**config.mk**
```make
export PLATFORM = sky130hd
export DESIGN_NAME = pingpong_dma_seq
export DESIGN_NICKNAME = d
export VERILOG_FILES = /design/src/rtl/pp_seq_pkg.sv /design/src/rtl/pp_desc_regs.sv /design/src/rtl/pp_page_engine.sv /design/src/rtl/pp_lane_map.sv /design/src/rtl/pingpong_dma_seq.sv
export SDC_FILE = /design/constraint.sdc
export NUM_CORES = 1
export LEC_CHECK = 0
export BUFFER_PORTS_ARGS = -buffer_cell sky130_fd_sc_hd__buf_2
export CELL_PAD_IN_SITES_DETAIL_PLACEMENT = 1
export CELL_PAD_IN_SITES_GLOBAL_PLACEMENT = 2
export CORE_MARGIN = 4
export CORE_UTILIZATION = 42
export CTS_CLUSTER_SIZE = 10
export DETAILED_ROUTE_END_ITERATION = 8
export GPL_ROUTABILITY_DRIVEN = 0
export GPL_TIMING_DRIVEN = 0
export PLACE_DENSITY = 0.82
export SLEW_MARGIN = 20
export SYNTH_ARGS = -nofsm -noshare
export SYNTH_HDL_FRONTEND = slang
export SYNTH_SLANG_ARGS = --single-unit
```
**constraint.sdc**
```tcl
create_clock -name clk -period 11.1 [get_ports clk]
set_clock_uncertainty 0.1 [all_clocks]
set_input_delay 2.22 -clock clk [delete_from_list [all_inputs] [get_ports clk]]
set_output_delay 2.22 -clock clk [all_outputs]
set_load 0.1 [all_outputs]
```
**src/rtl/pp_seq_pkg.sv**
```systemverilog
package pp_seq_pkg;
  localparam int NPAGE = 2;

  localparam logic [2:0] IDX_CTRL    = 3'd0;
  localparam logic [2:0] IDX_RSVD    = 3'd1;
  localparam logic [2:0] IDX_PING    = 3'd2;
  localparam logic [2:0] IDX_PONG    = 3'd3;
  localparam logic [2:0] IDX_BA_BASE = 3'd4;

  localparam int CE_BIT  = 15;
  localparam int LE_BIT  = 14;
  localparam int PG_BIT  = 13;
  localparam int RDY_BIT = 15;
  localparam int DNE_BIT = 14;
  localparam int ERR_BIT = 13;
  localparam int DEPTH_FIELD = 13;

  typedef struct packed {
    logic rdy;
    logic dne;
    logic err;
  } page_flags_t;

  // hardware-owned flag: software may only clear, hardware set dominates
  function automatic logic c0_update(input logic old, input logic sw,
                                     input logic sw_bit, input logic hw_set);
    return (sw ? (old & sw_bit) : old) | hw_set;
  endfunction

  // page pointer: completion flip dominates a software write
  function automatic logic next_page(input logic cur, input logic flip,
                                     input logic sw, input logic sw_val);
    if (flip) return ~cur;
    if (sw) return sw_val;
    return cur;
  endfunction

  function automatic logic [15:0] pack_flags(input page_flags_t f,
                                             input logic [DEPTH_FIELD-1:0] d);
    return {f.rdy, f.dne, f.err, d};
  endfunction

  function automatic logic [3:0] lane_strobe(input logic [1:0] a, input logic little);
    logic [1:0] lane;
    lane = little ? a : (2'd3 - a);
    return 4'b0001 << lane;
  endfunction
endpackage

```
**src/rtl/pp_desc_regs.sv**
```systemverilog
module pp_desc_regs
  import pp_seq_pkg::*;
#(
  parameter int AW = 32,
  parameter int BW = 13
) (
  input  logic                       clk,
  input  logic                       rst_n,
  input  logic                       wr_en,
  input  logic [2:0]                 wr_idx,
  input  logic [15:0]                wr_data,
  input  logic [2:0]                 rd_idx,
  output logic [15:0]                rd_data,
  input  logic                       hw_done,
  input  logic                       hw_err,
  output logic                       ce_o,
  output logic                       le_o,
  output logic                       pg_o,
  output logic [NPAGE-1:0]           rdy_o,
  output logic [NPAGE-1:0][BW-1:0]   bd_o,
  output logic [NPAGE-1:0][AW-1:0]   ba_o
);
  localparam int HI_W = AW - 16;

  logic        ce_q, le_q, pg_q;
  page_flags_t flg_q [NPAGE];
  logic [BW-1:0] bd_q [NPAGE];
  logic [AW-1:0] ba_q [NPAGE];

  logic ctrl_wr;
  assign ctrl_wr = wr_en && (wr_idx == IDX_CTRL);

  always_ff @(posedge clk or negedge rst_n) begin
    if (!rst_n) begin
      ce_q <= 1'b0;
      le_q <= 1'b0;
      pg_q <= 1'b0;
    end else begin
      if (ctrl_wr) begin
        ce_q <= wr_data[CE_BIT];
        le_q <= wr_data[LE_BIT];
      end
      pg_q <= next_page(pg_q, hw_done, ctrl_wr, wr_data[PG_BIT]);
    end
  end

  for (genvar p = 0; p < NPAGE; p++) begin : g_page
    localparam logic [2:0] FLAG_IDX = 3'(int'(IDX_PING) + p);
    localparam logic [2:0] LO_IDX   = 3'(int'(IDX_BA_BASE) + 2 * p);
    localparam logic [2:0] HI_IDX   = 3'(int'(IDX_BA_BASE) + 2 * p + 1);

    logic flag_wr, lo_wr, hi_wr, hw_hit;
    assign flag_wr = wr_en && (wr_idx == FLAG_IDX);
    assign lo_wr   = wr_en && (wr_idx == LO_IDX);
    assign hi_wr   = wr_en && (wr_idx == HI_IDX);
    assign hw_hit  = (pg_q == 1'(p));

    always_ff @(posedge clk or negedge rst_n) begin
      if (!rst_n) begin
        flg_q[p] <= '0;
        bd_q[p]  <= '0;
        ba_q[p]  <= '0;
      end else begin
        if (flag_wr)
          flg_q[p].rdy <= wr_data[RDY_BIT];
        else if (hw_done && hw_hit)
          flg_q[p].rdy <= 1'b0;
        flg_q[p].dne <= c0_update(flg_q[p].dne, flag_wr, wr_data[DNE_BIT], hw_done && hw_hit);
        flg_q[p].err <= c0_update(flg_q[p].err, flag_wr, wr_data[ERR_BIT], hw_err && hw_hit);
        if (flag_wr) bd_q[p] <= BW'(wr_data[DEPTH_FIELD-1:0]);
        if (lo_wr) ba_q[p][15:0] <= wr_data;
        if (hi_wr) ba_q[p][AW-1:16] <= wr_data[HI_W-1:0];
      end
    end

    assign rdy_o[p] = flg_q[p].rdy;
    assign bd_o[p]  = bd_q[p];
    assign ba_o[p]  = ba_q[p];
  end

  assign ce_o = ce_q;
  assign le_o = le_q;
  assign pg_o = pg_q;

  always_comb begin
    case (rd_idx)
      IDX_CTRL: rd_data = {ce_q, le_q, pg_q, 13'd0};
      IDX_PING: rd_data = pack_flags(flg_q[0], DEPTH_FIELD'(bd_q[0]));
      IDX_PONG: rd_data = pack_flags(flg_q[1], DEPTH_FIELD'(bd_q[1]));
      3'd4:     rd_data = ba_q[0][15:0];
      3'd5:     rd_data = 16'(ba_q[0][AW-1:16]);
      3'd6:     rd_data = ba_q[1][15:0];
      3'd7:     rd_data = 16'(ba_q[1][AW-1:16]);
      default:  rd_data = 16'd0;
    endcase
  end

  AST_FLIP_ON_DONE: assert property (@(posedge clk) disable iff (!rst_n)
    hw_done |=> (pg_q != $past(pg_q)));
  AST_RDY_DROP: assert property (@(posedge clk) disable iff (!rst_n)
    hw_done && !(wr_en && wr_idx == 3'(int'(IDX_PING) + int'(pg_q))) |=> !flg_q[$past(pg_q)].rdy);
  AST_DONE_WINS: assert property (@(posedge clk) disable iff (!rst_n)
    hw_done |=> flg_q[$past(pg_q)].dne);
  AST_ERR_LATCH: assert property (@(posedge clk) disable iff (!rst_n)
    hw_err |=> flg_q[$past(pg_q)].err);
  AST_NO_SW_SET_DNE: assert property (@(posedge clk) disable iff (!rst_n)
    !flg_q[0].dne && !(hw_done && !pg_q) |=> !flg_q[0].dne);
endmodule

```
**src/rtl/pp_page_engine.sv**
```systemverilog
module pp_page_engine #(
  parameter int AW = 32,
  parameter int BW = 13
) (
  input  logic          clk,
  input  logic          rst_n,
  input  logic          ce,
  input  logic          rdy_act,
  input  logic [BW-1:0] bd_act,
  input  logic [AW-1:0] ba_act,
  input  logic          mem_ack,
  input  logic          mem_err,
  output logic          req_valid,
  output logic [AW-1:0] req_addr,
  output logic          page_done,
  output logic          err_hit,
  output logic          irq
);
  logic [BW-1:0] off_q;
  logic          accept;

  function automatic logic [AW-1:0] byte_addr(input logic [AW-1:0] base,
                                               input logic [BW-1:0] off);
    return base + AW'(off);
  endfunction

  function automatic logic last_byte(input logic [BW-1:0] off, input logic [BW-1:0] depth);
    return off >= depth;
  endfunction

  assign req_valid = ce && rdy_act;
  assign req_addr  = byte_addr(ba_act, off_q);
  assign accept    = req_valid && mem_ack;
  assign page_done = accept && last_byte(off_q, bd_act);
  assign err_hit   = accept && mem_err;

  always_ff @(posedge clk or negedge rst_n) begin
    if (!rst_n) begin
      off_q <= '0;
      irq   <= 1'b0;
    end else begin
      irq <= page_done;
      if (page_done)
        off_q <= '0;
      else if (accept)
        off_q <= off_q + BW'(1);
    end
  end

  AST_HALT_WHEN_OFF: assert property (@(posedge clk) disable iff (!rst_n)
    !ce |=> $stable(off_q));
  AST_IDLE_ACK_IGNORED: assert property (@(posedge clk) disable iff (!rst_n)
    mem_ack && !req_valid |=> $stable(off_q));
endmodule

```
**src/rtl/pp_lane_map.sv**
```systemverilog
module pp_lane_map
  import pp_seq_pkg::*;
(
  input  logic       clk,
  input  logic       rst_n,
  input  logic       valid,
  input  logic       little,
  input  logic [1:0] addr_lo,
  output logic [3:0] strb
);
  assign strb = valid ? lane_strobe(addr_lo, little) : 4'd0;

  AST_ONE_LANE: assert property (@(posedge clk) disable iff (!rst_n)
    valid |-> ($countones(strb) == 1));
endmodule

```
**src/rtl/pingpong_dma_seq.sv**
```systemverilog
module pingpong_dma_seq
  import pp_seq_pkg::*;
#(
  parameter int ADDR_W  = 32,
  parameter int DEPTH_W = 13
) (
  input  logic              clk,
  input  logic              rst_n,
  input  logic              cfg_wr_en,
  input  logic [2:0]        cfg_wr_idx,
  input  logic [15:0]       cfg_wr_data,
  input  logic [2:0]        cfg_rd_idx,
  output logic [15:0]       cfg_rd_data,
  output logic              mem_req,
  output logic [ADDR_W-1:0] mem_addr,
  output logic [3:0]        mem_strb,
  input  logic              mem_ack,
  input  logic              mem_err,
  output logic              done_irq
);
  logic                          ce, le, pg;
  logic [NPAGE-1:0]              rdy_vec;
  logic [NPAGE-1:0][DEPTH_W-1:0] bd_vec;
  logic [NPAGE-1:0][ADDR_W-1:0]  ba_vec;
  logic                          page_done, err_hit;

  pp_desc_regs #(.AW(ADDR_W), .BW(DEPTH_W)) u_regs (
    .clk(clk), .rst_n(rst_n),
    .wr_en(cfg_wr_en), .wr_idx(cfg_wr_idx), .wr_data(cfg_wr_data),
    .rd_idx(cfg_rd_idx), .rd_data(cfg_rd_data),
    .hw_done(page_done), .hw_err(err_hit),
    .ce_o(ce), .le_o(le), .pg_o(pg),
    .rdy_o(rdy_vec), .bd_o(bd_vec), .ba_o(ba_vec)
  );

  pp_page_engine #(.AW(ADDR_W), .BW(DEPTH_W)) u_engine (
    .clk(clk), .rst_n(rst_n),
    .ce(ce), .rdy_act(rdy_vec[pg]), .bd_act(bd_vec[pg]), .ba_act(ba_vec[pg]),
    .mem_ack(mem_ack), .mem_err(mem_err),
    .req_valid(mem_req), .req_addr(mem_addr),
    .page_done(page_done), .err_hit(err_hit), .irq(done_irq)
  );

  pp_lane_map u_lanes (
    .clk(clk), .rst_n(rst_n),
    .valid(mem_req), .little(le), .addr_lo(mem_addr[1:0]),
    .strb(mem_strb)
  );
endmodule

```
Word-level counts from Yosys, hierarchy flattened
Index checks and enable logic that the tools add are counted.
Widths: inputs -> output; s select.

word-level totals
  register bits = 113
  bits of input ports = 27
  word-level logic and storage cells = 91

cells by class
  $add $sub $neg = 3
  magnitude comparators = 2
  eq/ne operators = 12
  shift operators = 1
  muxes and demuxes = 26
  bitwise gates (word level) = 9
  reduce and logical (&&, ||, !) cells = 21

operators by type and width
  operator               number
  $pmux 16 s7            1
  $mux 32                2
  $mux 13                4
  $add 32x13->32         1
  $eq 3x3->1 const B     8
  $mux 1                 17
  $logic_and 1x1->1      15
  $add 13x1->13 const B  1
  $ge 13x13->1           1
  $eq 3x2->1 const B     4
  $reduce_bool 2->1      4
  $logic_not 3->1        2
  $and 1x1->1            4
  $mux 4                 1
  $or 1x1->1             4
  $shl 1x2->4 const A    1
  $lt 1x2->1 const B     1
  $mux 2                 1
  $sub 2x2->2 const A    1
  $not 1->1              1

Depth between registers and ports, before layout
  depth after elaboration = 9
  mapped depth = 14
  depth with buffers taken out = 9

Cells and area by module
Synthesis repeated with hierarchy kept, for this count alone.

second synthesis, totals
  cell total of the unflattened synthesis = 699
  area, all modules = 7,659.8 µm²

modules (own cells, without submodules)
  module            instances  cells each  area an instance (µm²)
  pp_desc_regs      1          380         4,808.4
  pp_page_engine    1          258         2,030.7
  pingpong_dma_seq  1          51          759.5
  pp_lane_map       1          10          61.3

Worst setup path after synthesis
No wires, ideal clock.

  path kind = input to output
  start = in cfg_rd_idx[1]
  end = out cfg_rd_data[0]
  arrival time = 5,105 ps
  data required time = 8,780 ps
  setup slack = 3,675 ps
  cell stages on the path = 4
  cells stage by stage = clkbuf_1 nor2b_1 a221oi_1 o21ai_0

between the ends
  longest elaborated chain between the ends = 2
  elaborated cells on any way between the ends = 8

RTL lines
  item                                line                    text
  start, declared                     pingpong_dma_seq.sv:12  input logic [2:0] cfg_rd_idx,
  $eq 3x3->1 (tied with other cells)  pp_desc_regs.sv:86      case (rd_idx)
  $pmux 16 s7 (*)                     pp_desc_regs.sv:86
  end, declared                       pingpong_dma_seq.sv:13  output logic [15:0] cfg_rd_data,

Every way passes the cells marked *; elsewhere a longest branch is shown, timed or not.

Final worst setup path
  start = reg u_regs.pg_q, in the netlist u_regs.pg_o
  end = out mem_addr[16]

between the ends
  longest elaborated chain between the ends = 3

RTL lines
  item                                         line                    text
  start, declared                              pp_desc_regs.sv:25      logic ce_q, le_q, pg_q;
  start signal, assigned                       pp_desc_regs.sv:43      pg_q <= next_page(pg_q, hw_done, ctrl_wr, wr_data[PG_BIT]);
  $mux 32 (not written as such) (2 in series)  pingpong_dma_seq.sv:38  .ce(ce), .rdy_act(rdy_vec[pg]), .bd_act(bd_vec[pg]), .ba_act(ba_vec[pg]),
  $add 32x13->32                               pp_page_engine.sv:24    return base + AW'(off);
  end, declared                                pingpong_dma_seq.sv:15  output logic [ADDR_W-1:0] mem_addr,

No other way between the ends. The select of a mux whose other input is x is not followed.

==> flow_summary.toml <==
[sta]
finalCritPeriodShare = 0.725
worst-slew-pin-transition_ns = 1.01
fmax_ghz = 0.124
setup_viol = 0
maxSlewHeadroom = 0.328
fin_hold_ws_ns = 0.408
hold_violations = 0
slew_viol_final = 0
layout_min_cycle_time_ns = 8.04
rsz0062_at_grt = "no"
finalSetupTns_ns = 0

[placement]
dp_hpwl_mm = 18.0
portBuffers = 76
place_inst = 978
placed_area_um2 = 7940

[clock_tree]
cts.hold.buffers_added = 0
root_buffer = "clkbuf_16"
cts_resized = 0
postCtsSetupBuffers = 0
htreeDepth = 4
clk_pin_slew_ns = 0.05
clkLatencyLatePin_ns = 0.41
cts_sinks = 113
clockBufferDepth = 2
cts_tree = "yes"
cts_buffers = 17

[routing]
ant_nets = 0
drc_errors = 0
num_vias = 6024
wirelength_mm = 24.1
drtIter0Drc = 334
wl_per_cell_um = 23.9
dr.pass1.iters = 5
vias_per_cell = 5.97

[critical_path]
crit_path_end_kind = "primary output"
crit_family = "buffers and inverters"
crit_chain = "buf_6 > clkbuf_8 > buf_4 > clkbuf_1 > mux2_2 > ha_1 > fa_1 > a21o_1 > a311oi_1 > nor3_1 > a21oi_1 > nor2b_1 > xnor2_1 > buf_2"
critPathMaxStageDelay_ns = 0.83
crit_fanout = 10
worstSetupStartpointType = "register"
crit_slowest_cell = "a21oi_1"
critPathArrivalTime_ns = 5.72
crit_type = "reg -> out"
worstPathRequired_ns = 8.78
crit_buf_inv = 5

[power]
ir_drop_v = 0.000355
p_leak_nw = 3.69
power_density_nw_per_um2 = 264

[layout]
seqCellArea_um2 = 2830
multi_input_area_um2 = 4200
finalNetCount = 832
final_cell_mix = "mux2_2, dfrtp_1, buf_2"
diodes = 0
fillers = 1881
stdcell_count = 1009
area_growth_pct = 17.0
drive_above_1_share = 0.321
final_common_cell = "mux2_2"
postLayoutCellArea_um2 = 8480

[floorplan]
die_x_um = 139
die_h_um = 139
start_util = 0.432
dieArea_um2 = 19400
rows = 47
core_region_area_um2 = 16800
ioPinCount = 81

[synth]
synthSimpleGateAreaFrac = 0.118
muxShareOfSynthArea = 0.242
ys_async_sr_fraction = 1.00
synthCells = 681
synth.avg_cell_area_um2 = 10.6
syn_area_um2 = 7250
synth-seq-cells = 113
synthAdderAreaFrac = 0.0494
ys_warn_count = 0
syn_nets = 736
synth_top_family_by_area = "multiplexers"
synth_edf_count = 0
synth_compound_gate_area_share = 0.125
synth-xor-area-share = 0.0447
yosys.cell_types.count = 63
ys.flop_type = "dfrtp_1"
synth-seq-area-share = 0.390

[run_status]
status = "finished, final reports clean"

[global_route]
grt_util_met1 = 0.343
grt_start_max_net_pins = 71
overflow = 0
grt.busiest_layer = "met2"
grtUsageTotal = 0.252
grt_pass1_vias = 6415
grt_pass1_wl_mm = 38.3
grtUsageMet3 = 0.0436
antenna_found_initial = 0
grt_use_met2 = 0.419

[hold_path]
hold_path_class = "reg -> reg"

[run]
drv_cap = 0
## cells in the mapped netlist (all sizes together) (6+ instances only)
cell type / number / area (um^2)
mux2i: 32 / 320
buf: 12 / 75.1
a221oi: 15 / 131
mux2: 117 / 1320
xor2: 13 / 114
ha: 27 / 338
inv: 13 / 48.8
nor3: 9 / 45.0
and2b: 6 / 52.6
dfrtp: 113 / 2830
nor2: 40 / 150
nand2: 37 / 139
nand3: 21 / 105
a21oi: 39 / 195
o21ai: 37 / 185
clkbuf: 22 / 92.6
xnor2: 24 / 210
a32oi: 7 / 68.8
nor2b: 11 / 71.3
## power by group
| part | switching [W] | internal [W] |
|---|---|---|
| combinational | 0.000838 | 0.000300 |
| sequential | 0.000104 | 0.000500 |
| clock | 0.000183 | 0.000311 |
| total | 0.00112 | 0.00111 |
## final cells by class
class                      count  share of cell area
inverter                      14             0.00620
buffer                        34              0.0198
tap                          220              0.0325
clock inverter                 5             0.00325
sequential                   113               0.334
multi-input combinational    520               0.496
clock buffer                  26              0.0601
timing repair buffer          77              0.0488
## state kept, by name (all words and copies together) (netlist names)
signal	cells
u_regs.pg_o	1
u_regs.ce_o	1
u_regs.ba_o	64
u_engine.irq	1
u_engine.off_q	13
u_regs.le_o	1
u_regs.bd_o	26
u_regs.rdy_o	2
u_regs.flg_q	4
## cell families after synthesis
logic type	count (synthesis)
and+or+nand+nor	163
muxes	154
AOI/OAI and AO/OA	138
DFF	113
buffers and inverters	48
xor gates and xnor gates	37
adders and majority gates	28
## metal layers
layer	up-vias	part of all wire
met5	-	0
met4	0	0.015
met3	32	0.044
met2	166	0.49
met1	3090	0.45
li1	2736	-
## through the flow
step | total power, W | setup slack, ns | util
floorplan | 0.00150 | 3.68 | -
global placement | 0.00171 | 3.56 | 0.472
detailed placement | 0.00174 | 3.51 | 0.474
CTS | 0.00225 | 3.05 | 0.506
global route | 0.00234 | 2.74 | 0.506
finish | 0.00224 | 3.06 | 0.506
## worst reg2reg max path, cell delays in order, from the launching register on
cell and delay [ns]:
dfrtp_1 0.51, buf_6 0.21, clkbuf_8 0.18, buf_4 0.21, buf_6 0.20, clkbuf_1 0.65
mux2i_1 0.38, ha_1 0.30, and4_1 0.20, a31oi_1 0.18, o21ai_0 0.11, a211oi_1 0.51
clkbuf_1 0.48, o21ai_0 0.15, o311ai_0 0.14
## worst paths after layout
check | startpoint | endpoint | slack (ns) | depth (start not counted)
worst max register to register | u_regs.pg_o | u_regs.pg_o | 6.46 | 14
max in group asynchronous | rst_n | u_regs.ba_o[16] | 8.58 | 2
worst min-delay path | u_regs.ba_o[63] | u_regs.ba_o[63] | 0.41 | 2
worst max-delay path | u_regs.pg_o | mem_addr[16] | 3.06 | 14
min in group asynchronous | rst_n | u_engine.irq | 1.62 | 1
worst min register to register | u_regs.ba_o[63] | u_regs.ba_o[63] | 0.41 | 2
Power figures use the tool's default switching activity.
